[config.mk]
export PLATFORM = sky130hd
export DESIGN_NAME = wake_monitor
export DESIGN_NICKNAME = d
export VERILOG_FILES = /design/src/rtl/wake_mon_pkg.sv /design/src/rtl/wake_sync.sv /design/src/rtl/wake_filter.sv /design/src/rtl/wake_monitor.sv
export SDC_FILE = /design/constraint.sdc
export NUM_CORES = 1
export LEC_CHECK = 0
export BUFFER_PORTS_ARGS = -buffer_cell sky130_fd_sc_hd__buf_2
export CORE_MARGIN = 3
export CORE_UTILIZATION = 62
export CTS_BUF_LIST = sky130_fd_sc_hd__clkbuf_16
export CTS_CLUSTER_SIZE = 25
export DETAILED_ROUTE_END_ITERATION = 10
export PLACE_DENSITY = 0.85
export SYNTH_ARGS = -nofsm -noshare
export SYNTH_HDL_FRONTEND = slang
export SYNTH_SLANG_ARGS = --single-unit
[constraint.sdc]
create_clock -name clk -period 3.72 [get_ports clk]
set_input_delay 0.186 -clock clk [delete_from_list [all_inputs] [get_ports clk]]
set_output_delay 0.186 -clock clk [all_outputs]
set_load 0.02 [all_outputs]
[src/rtl/wake_mon_pkg.sv]
package wake_mon_pkg;

   // cause bit positions: the pin class first, then one bit per auxiliary source
   typedef enum int {
      CAUSE_PIN     = 0,
      CAUSE_SER_A   = 1,
      CAUSE_SER_B   = 2,
      CAUSE_EXT_IRQ = 3
   } cause_idx_e;

   function automatic int cnt_width(input int len);
      return (len < 2) ? 1 : $clog2(len + 1);
   endfunction

endpackage

[src/rtl/wake_sync.sv]
module wake_sync #(
   parameter int WIDTH  = 8,
   parameter int STAGES = 2
) (
   input  logic             clk,
   input  logic             rst_n,
   input  logic [WIDTH-1:0] d,
   output logic [WIDTH-1:0] q
);
   if (STAGES < 2) begin : g_bad_stages
      $error("wake_sync: STAGES must be at least 2");
   end

   logic [WIDTH-1:0] chain [STAGES];

   always_ff @(posedge clk or negedge rst_n) begin
      if (!rst_n) begin
         for (int i = 0; i < STAGES; i++) chain[i] <= '0;
      end else begin
         chain[0] <= d;
         for (int i = 1; i < STAGES; i++) chain[i] <= chain[i-1];
      end
   end

   assign q = chain[STAGES-1];
endmodule

[src/rtl/wake_filter.sv]
module wake_filter #(
   parameter int WIDTH    = 8,
   parameter int FILT_LEN = 3
) (
   input  logic             clk,
   input  logic             rst_n,
   input  logic             clr,
   input  logic             tick,
   input  logic [WIDTH-1:0] smp,
   input  logic [WIDTH-1:0] snap,
   output logic [WIDTH-1:0] hit
);
   import wake_mon_pkg::*;
   localparam int CW = cnt_width(FILT_LEN);
   localparam logic [CW-1:0] LIMIT = CW'(FILT_LEN);

   if (FILT_LEN < 1) begin : g_bad_len
      $error("wake_filter: FILT_LEN must be at least 1");
   end

   for (genvar i = 0; i < WIDTH; i++) begin : g_bit
      logic [CW-1:0] run_cnt;

      always_ff @(posedge clk or negedge rst_n) begin
         if (!rst_n)                run_cnt <= '0;
         else if (clr)              run_cnt <= '0;
         else if (tick) begin
            if (smp[i] == snap[i])  run_cnt <= '0;
            else if (run_cnt != LIMIT) run_cnt <= run_cnt + 1'b1;
         end
      end

      assign hit[i] = (run_cnt == LIMIT);

      AST_FILT_MATCH_RESTARTS: assert property (@(posedge clk) disable iff (!rst_n)
         (tick && !clr && smp[i] == snap[i]) |=> !hit[i]);
      AST_FILT_HIT_ON_TICK: assert property (@(posedge clk) disable iff (!rst_n)
         $rose(hit[i]) |-> $past(tick));
   end
endmodule

[src/rtl/wake_monitor.sv]
module wake_monitor #(
   parameter int NUM_PINS    = 24,
   parameter int NUM_AUX     = 3,
   parameter int FILT_LEN    = 3,
   parameter int SYNC_STAGES = 2
) (
   input  logic                clk,
   input  logic                rst_n,
   input  logic                sleep_enter,
   input  logic                sample_tick,
   input  logic [NUM_PINS-1:0] pin_in,
   input  logic [NUM_PINS-1:0] pin_wake_en,
   input  logic [NUM_PINS-1:0] pin_analog,
   input  logic                pin_wake_sel,
   input  logic [NUM_AUX-1:0]  aux_in,
   input  logic [NUM_AUX:0]    filt_en,
   input  logic                wake_clr,
   input  logic [NUM_AUX:0]    cause_clr,
   output logic                wake_req,
   output logic [NUM_AUX:0]    wake_cause
);
   import wake_mon_pkg::*;
   localparam int NUM_SRC   = NUM_PINS + NUM_AUX;
   localparam int NUM_CAUSE = NUM_AUX + 1;

   if (NUM_PINS < 1 || NUM_AUX < 1) begin : g_bad_size
      $error("wake_monitor: need at least one pin and one auxiliary source");
   end

   logic [NUM_SRC-1:0]   raw_src, src_s, snap_q, filt_hit, diff_raw;
   logic [NUM_PINS-1:0]  pin_mask, pin_pick;
   logic [NUM_CAUSE-1:0] ev;
   logic                 asleep, fire;

   // analog-mode pins read as constant 1 on the digital path
   assign raw_src = {aux_in, pin_in | pin_analog};

   wake_sync #(.WIDTH(NUM_SRC), .STAGES(SYNC_STAGES)) u_sync (
      .clk(clk), .rst_n(rst_n), .d(raw_src), .q(src_s)
   );

   always_ff @(posedge clk or negedge rst_n) begin
      if (!rst_n)           snap_q <= '0;
      else if (sleep_enter) snap_q <= src_s;
   end

   wake_filter #(.WIDTH(NUM_SRC), .FILT_LEN(FILT_LEN)) u_filt (
      .clk(clk), .rst_n(rst_n), .clr(sleep_enter), .tick(sample_tick),
      .smp(src_s), .snap(snap_q), .hit(filt_hit)
   );

   assign diff_raw = src_s ^ snap_q;
   assign pin_mask = pin_wake_en & ~pin_analog;
   assign pin_pick = filt_en[CAUSE_PIN] ? filt_hit[NUM_PINS-1:0] : diff_raw[NUM_PINS-1:0];
   assign ev[CAUSE_PIN] = pin_wake_sel & (|(pin_pick & pin_mask));

   for (genvar k = 0; k < NUM_AUX; k++) begin : g_aux
      assign ev[k+1] = filt_en[k+1] ? filt_hit[NUM_PINS+k] : diff_raw[NUM_PINS+k];
   end

   assign fire = asleep & ~sleep_enter & (|ev);

   always_ff @(posedge clk or negedge rst_n) begin
      if (!rst_n) begin
         asleep     <= 1'b0;
         wake_req   <= 1'b0;
         wake_cause <= '0;
      end else begin
         if (sleep_enter) asleep <= 1'b1;
         else if (fire)   asleep <= 1'b0;

         if (fire)          wake_req <= 1'b1;
         else if (wake_clr) wake_req <= 1'b0;

         wake_cause <= (wake_cause & ~cause_clr) | (fire ? ev : '0);
      end
   end

   AST_WAKE_FROM_SLEEP: assert property (@(posedge clk) disable iff (!rst_n)
      $rose(wake_req) |-> $past(asleep));
   AST_WAKE_HELD: assert property (@(posedge clk) disable iff (!rst_n)
      (wake_req && !wake_clr) |=> wake_req);
   AST_CAUSE_ON_WAKE: assert property (@(posedge clk) disable iff (!rst_n)
      $rose(wake_req) |-> (wake_cause != '0));
   AST_PIN_NEEDS_SEL: assert property (@(posedge clk) disable iff (!rst_n)
      $rose(wake_cause[CAUSE_PIN]) |-> $past(pin_wake_sel));
   AST_CAUSE_STICKY: assert property (@(posedge clk) disable iff (!rst_n)
      (wake_cause[CAUSE_PIN] && !cause_clr[CAUSE_PIN]) |=> wake_cause[CAUSE_PIN]);
endmodule

==> impl_results.md, run 1 <==
* Yosys reg bits at 141
* Status: complete, no violations
* GR Util met1 at 0.3298
* Clk_lat worst skew at 0.42 ns
* N_diodes at 0
* M3 GR Usage at 0.05978
* I/O pins at 94
* Dpl cells at 917
* Clk root buf: clkbuf_16
* CTS clk-pin slew, worst paths at 0.05 ns
* Req. time, crit path at 4.08 ns
* Fin area at 0.008463 mm^2
* Seq pwr share at 0.477
* CTS HTree Levels at 4
* CTS sink count at 141
* P_int at 0.002646 W
* Post-synth ARST share at 1.000
* Crit Path Max Fanout at 5
* Final Net Count at 970
* Post-Syn Area at 0.006879 mm^2
* Worst Setup Start Kind: register
* Worst setup EP type: register
* Die Ht at 111.3 um
* Largest net degree at the start of global routing at 80
* Fmax at 522.4 MHz
* Post-CTS resize count at 0
* Starting Density at 0.6517
* Gate Count Post-Synth at 706
* Maximum VDD drop at 419.5 uV
* Max_slew headroom at 0.3170
* RSZ-0062 raised after global routing: no
* Die area at 0.01240 mm^2
* Net count after synthesis at 822
* Yosys top cell by area: dfrtp_1
* Slew Limit Fails at 0
* Die Width at 111.3 um
* PortBufs at 93
* TritonCTS Buffers at 17
* Initial antenna violation count at 0
* DRT iter0 DRCs at 311
* Power, Total at 0.003561 W
* Lkg Pwr at 3.909 nW
* First-pass GRT wire length at 27,610 um
* DP HPWL at 10,590 um
* Post-route ant nets at 0
* Synth top area cells: dfrtp_1, nor2b_1, ha_1
* Crit path kind: register to register
* Core box area at 0.01056 mm^2
* Hold slack final at 0.02562 ns
* Worst slew pin tran at 1.024 ns
* CP arrival at 2.27 ns
* Max Cap Violations at 0
* Synth top area share at 0.5129
* Final Hold Fails at 0
* EDFF count, synth at 0
* Area after DPL at 0.007450 mm^2
* Synth cell types at 31
* Final WL at 16,310 um
* Yosys Warn Count at 0
* CTS tree: built
* Final cell count without fillers at 1,000
* Clk buf depth at 2
* Row cnt at 37
* Via count at 5,600
* Gr busiest metal: met2
* Number of global-route vias before repair at 6,057
* Ys flop type: dfrtp_1
* Setup TNS at 0 ns
* Tmin final at 1.914 ns
* Share of layout cells above drive strength 1 at 0.1667
* Switch share at 0.2569
* Top cells by count, synth: dfrtp_1, nand2_1, nor2_1, nor2b_1, a21oi_1
* Area Growth Syn to Fin at 23.03%
* Final Setup Violations at 0
* Most frequent cell after synthesis: dfrtp_1
* M2 GR Usage at 0.4954
* Drc violations at 0
* Hold Crit Class: primary input to register
* Switch Pwr at 0.0009148 W
* Post-Syn Area per Cell at 9.744 um^2
* DR WL/cell at 16.31 um
* Total GRT Usage at 0.2787
* Clock power frac at 0.390
* Tcrit/Tclk final at 0.5146
* Setup Skew at 0.006468 ns
* Routed vias/inst at 5.600
* Combinational share of power at 0.133
* First-pass iteration count of the detailed router at 5
* Global placement routability congestion at 0.8541
* Total grt overflow at 0
* Pwr dens at 420.8 mW/mm^2
* Seq/Total Area, Yosys at 0.5129
## registers in the layout, indices dropped and copies added, names as in the netlist
name                  cells
wake_req                  1
asleep                    1
u_sync.chain             27
snap_q                   27
u_filt.g_bit.run_cnt     54
u_sync.q                 27
wake_cause                4
## path summary, 6_finish.rpt
path / startpoint / to / slack [ns] / cells after the start
worst min-delay path: pin_analog[9] / u_sync.chain[36]$_DFF_PN0_ / 0.03 / 2
worst max register to register: u_filt.g_bit[21].run_cnt[0]$_DFFE_PN0P_ / asleep$_DFFE_PN0P_ / 1.81 / 6
min in group asynchronous: rst_n / u_sync.q[4]$_DFF_PN0_ / 0.37 / 2
max in group asynchronous: rst_n / u_sync.chain[36]$_DFF_PN0_ / 2.42 / 3
worst min register to register: u_sync.chain[31]$_DFF_PN0_ / u_sync.q[4]$_DFF_PN0_ / 0.35 / 0
worst max-delay path: u_filt.g_bit[21].run_cnt[0]$_DFFE_PN0P_ / asleep$_DFFE_PN0P_ / 1.81 / 6
## stage by stage
stage	utilization	worst slack [ns]
after floorplan	-	2.174
after CTS	0.8018	1.802
after global placement	0.7058	1.802
after global routing	0.8018	1.686
after detailed placement	0.7058	1.676
final	0.8018	1.806
## logic make-up (layout without fill, tap and decap cells)
| kind of cell | Yosys count | in the layout | share of synthesized area |
|---|---|---|---|
| flip-flops | 141 | 141 | 0.5129 |
| AO/OA/AOI/OAI | 127 | 127 | 0.1082 |
| adder cells (fa/ha/maj) | 27 | 27 | 0.04911 |
| AND/OR/NAND/NOR | 286 | 286 | 0.2048 |
| XOR/XNOR | 27 | 27 | 0.03438 |
| multiplexers | 31 | 31 | 0.05020 |
| buffers and inverters | 67 | 225 | 0.04038 |
## power groups by stage
| stage | sequential, W | combinational, W | clock, W |
|---|---|---|---|
| 3_3_place_gp | 0.00171 | 0.000394 | 0 |
| 5_1_grt | 0.00171 | 0.000531 | 0.00150 |
| 4_1_cts | 0.00170 | 0.000470 | 0.00140 |
| 2_1_floorplan | 0.00171 | 0.000256 | 0 |
| 6_report | 0.00170 | 0.000473 | 0.00139 |
| 3_5_place_dp | 0.00172 | 0.000421 | 0 |
## per-layer routing
layer / vias up / wire length, um
met5: - / 0
met4: 0 / 469
met3: 50 / 798
met2: 183 / 8489
met1: 2713 / 6554
li1: 2654 / -
## cell usage in the layout, fill, tap and decap left out, types with 27 or more instances in the layout
cell type	instances
a21oi_1	54
buf_2	92
dfrtp_1	141
dlygate4sd3_1	54
ha_1	27
inv_1	50
mux2_1	27
nand2_1	86
nand2b_1	41
nor2_1	67
nor2b_1	56
o21ai_1	31
xor2_1	27
## repair_timing
item                                   CTS  global route
hold buffers                            54             0
endpoints found under the hold margin  107             0
buffers inserted                         0             0
## worst max-delay path, stage by stage (launching register included)
cell and delay, ns:
dfrtp_1 0.40, ha_1 0.27, nand2b_1 0.17, o2111ai_1 0.16, nand4_1 0.16, nor4_2 0.48, a211o_1 0.21
## cell type report
cell class / count / area, um^2
fillers: 681 / 2092
clock inverters: 12 / 47.55
flip-flops and latches: 141 / 3528
well taps: 136 / 170.2
multi-input cells: 498 / 3073
inverters: 43 / 161.4
clock buffers: 17 / 425.4
repair buffers: 153 / 1057
Power figures use the tool's default switching activity.
==> inputs of run 2 (changes only) <==
--- a/config.mk
+++ b/config.mk
@@ -5,13 +5,14 @@
 export SDC_FILE = /design/constraint.sdc
 export NUM_CORES = 1
 export LEC_CHECK = 0
+export ABC_AREA = 1
 export BUFFER_PORTS_ARGS = -buffer_cell sky130_fd_sc_hd__buf_2
 export CORE_MARGIN = 3
-export CORE_UTILIZATION = 62
+export CORE_UTILIZATION = 57
 export CTS_BUF_LIST = sky130_fd_sc_hd__clkbuf_16
 export CTS_CLUSTER_SIZE = 25
 export DETAILED_ROUTE_END_ITERATION = 10
-export PLACE_DENSITY = 0.85
+export PLACE_DENSITY = 0.79
 export SYNTH_ARGS = -nofsm -noshare
 export SYNTH_HDL_FRONTEND = slang
 export SYNTH_SLANG_ARGS = --single-unit
==> constraint.sdc (replaced) <==
create_clock -name clk -period 1.8 [get_ports clk]
set_input_delay 0.09 -clock clk [delete_from_list [all_inputs] [get_ports clk]]
set_output_delay 0.09 -clock clk [all_outputs]
set_load 0.02 [all_outputs]
==> run 2 against run 1 <==
Critical path depth grew 7. Via count shrank 0.86%. Global-route usage down 2.5 points. Clock-buffer cell count stayed put. Sequential share of layout area is 0.080 points lower. Final area grew 0.19%. Maximum frequency rose by 14%. Clock power grew 130%. Core utilization is 3.3 points lower.
==> impl_results.md, run 2 <==
* Status: complete, no violations
* Maximum VDD drop at 851.6 uV
* Crit path kind: register to register
* Post-Syn Area per Cell at 8.674 um^2
* DR WL/cell at 14.13 um
* Fmax at 597.9 MHz
* Tcrit/Tclk final at 0.9292
* Net count after synthesis at 873
* Clock power frac at 0.397
* Slew Limit Fails at 0
* Lkg Pwr at 4.350 nW
* Hold Crit Class: primary input to register
* EDFF count, synth at 0
* Peak per-stage delay on the critical path at 0.39 ns
* CTS HTree Levels at 4
* Most frequent cells in the layout: nand2_1, dfrtp_1, buf_2
* Via count at 5,552
* Synth top area share at 0.5373
* Row cnt at 38
* Die Ht at 113.3 um
* Seq/Total Area, Yosys at 0.5373
* Share of layout cells above drive strength 1 at 0.1983
* Max Cap Violations at 0
* Routed vias/inst at 5.150
* Core box area at 0.01103 mm^2
* Yosys reg bits at 141
* Largest net degree at the start of global routing at 55
* Final Hold Fails at 0
* Total GRT Usage at 0.2535
* Dpl cells at 982
* Setup Skew at 0.005957 ns
* Synth cell types at 27
* Req. time, crit path at 2.11 ns
* Die Width at 113.3 um
* TritonCTS Buffers at 17
* CTS tree: built
* Yosys top cell by area: dfrtp_1
* DRT iter0 DRCs at 303
* Ys flop type: dfrtp_1
* Clk buf depth at 2
* DP HPWL at 9482 um
* Most frequent cell after synthesis: nand2_1
* Final WL at 15,230 um
* Final Net Count at 1,041
* Combinational share of power at 0.156
* N_diodes at 0
* CP arrival at 1.98 ns
* PortBufs at 93
* Worst setup EP type: register
* Synth top area cells: dfrtp_1, nand2_1, ha_1
* Final cell count without fillers at 1,078
* Post-route ant nets at 0
* Post-synth ARST share at 1.000
* Switch Pwr at 0.002156 W
* CTS clk-pin slew, worst paths at 0.06 ns
* Tmin final at 1.673 ns
* Global placement routability congestion at 0.8053
* Starting Density at 0.5953
* CTS sink count at 141
* Gate Count Post-Synth at 757
* Pwr dens at 964.4 mW/mm^2
* Seq pwr share at 0.447
* Post-Syn Area at 0.006566 mm^2
* Final Core Density at 0.7687
* Clk_lat worst skew at 0.42 ns
* Yosys Warn Count at 0
* Largest Register: u_filt.g_bit.run_cnt
* Top cells by count, synth: nand2_1, dfrtp_1, nor2_1, inv_1, o21ai_0
* Final Setup Violations at 0
* Worst Setup Start Kind: register
* Worst slew pin tran at 0.5188 ns
* Die area at 0.01284 mm^2
* Drc violations at 0
* Area Growth Syn to Fin at 29.13%
* First-pass GRT wire length at 25,640 um
* Clk root buf: clkbuf_16
* Commonest non-fill, non-tap cell in the layout: nand2_1
* Number of global-route vias before repair at 5,763
* Switch share at 0.2637
* Max FFs per register at 54
* Total grt overflow at 0
* First-pass iteration count of the detailed router at 5
* Crit-path cells: ha_2 -> nor2_2 -> nor2_1 -> o21ai_2 -> nand2_1 -> nor2_1 -> nand2_1 -> nor2_1 -> nand2_1 -> nand2_2 -> nand2_4 -> nand2_2 -> o21ai_2
* I/O pins at 94
* Max_slew headroom at 0.6542
* Slowest cell on the critical path: dfrtp_1
* Initial antenna violation count at 0
* P_int at 0.006021 W
* Crit Path Max Fanout at 3
[run 2: changes by cell type in the layout (fill, tap and decap cells not counted), moves of 30 or more]
cell,delta
nand3_1,+34
inv_1,+30
nor2b_1,-56
nand2_1,+103
o21ai_1,-31
o21ai_0,+30
nand2b_1,-41
[run 2: layout make-up]
type,instances,area [um^2]
sequential,141,3528
multi-input combinational,518,2693
fill,741,2551
timing repair buffer,169,1250
clock buffer,17,425.4
inverter,78,292.8
tap,140,175.2
clock inverter,15,115.1
[run 2: stage by stage]
step	area (um^2)	TNS, ns	total power (W)	hold slack, ns	setup WS, ns
6_report	8479	0	0.008178	0.02045	0.1274
5_1_grt	8479	-0.01292	0.008578	0.04689	-0.009146
4_1_cts	8373	0	0.008128	0.006865	0.06021
3_5_place_dp	7252	0	0.004817	0.08026	0.08538
3_3_place_gp	7252	0	0.004712	0.07103	0.1163
2_1_floorplan	6566	0	0.004397	-0.2056	0.3770
[run 2: path summary, 6_finish.rpt]
path | start | endpoint | slack (ns) | cells after the start
setup / recovery | u_filt.g_bit[2].run_cnt[0]$_DFFE_PN0P_ | wake_req$_DFFE_PN0P_ | 0.13 | 13
hold / removal | sleep_enter | snap_q[0]$_DFFE_PN0P_ | 0.02 | 3
setup reg to reg | u_filt.g_bit[2].run_cnt[0]$_DFFE_PN0P_ | wake_req$_DFFE_PN0P_ | 0.13 | 13
hold reg to reg | u_sync.chain[41]$_DFF_PN0_ | u_sync.q[14]$_DFF_PN0_ | 0.35 | 0
max in group asynchronous | rst_n | u_filt.g_bit[21].run_cnt[0]$_DFFE_PN0P_ | 0.99 | 3
min in group asynchronous | rst_n | u_sync.chain[42]$_DFF_PN0_ | 0.19 | 2
[run 2: what timing repair did]
| item | 4_1_cts | 5_1_grt |
|---|---|---|
| hold endpoints to repair | 83 | 0 |
| hold buffers | 58 | 0 |
| resized for setup | 0 | 21 |
| endpoints found under the setup margin | 0 | 4 |
| setup buffers | 0 | 6 |
[run 2: metal layers]
metal | vias up | track usage | wire length, um
li1 | 2769 | - | -
met1 | 2611 | 0.2869 | 6110
met2 | 141 | 0.4570 | 8059
met3 | 31 | 0.06845 | 698
met4 | 0 | 0.09455 | 361
met5 | - | 0 | 0
[run 2: cell families after synthesis]
| family | share of synthesized area |
|---|---|
| buf+inv | 0.06193 |
| fa+ha+maj | 0.05145 |
| flops | 0.5373 |
| simple gates | 0.2203 |
| mux | 0.001524 |
| xor+xnor | 0.01334 |
| compound gates | 0.1141 |
[run 2: critical path: cells and delay by family (launching register included)]
kind	cells	cell delay (ns)
and+or+nand+nor	10	0.85
DFF	1	0.39
adders and majority gates	1	0.20
AOI/OAI and AO/OA	2	0.11
[run 2: power by group through the flow]
stage	combinational, W	clock (W)	sequential, W
2_1_floorplan	0.000729	0	0.00367
3_3_place_gp	0.00104	0	0.00367
3_5_place_dp	0.00112	0	0.00370
4_1_cts	0.00123	0.00326	0.00364
5_1_grt	0.00147	0.00343	0.00368
6_report	0.00128	0.00325	0.00365
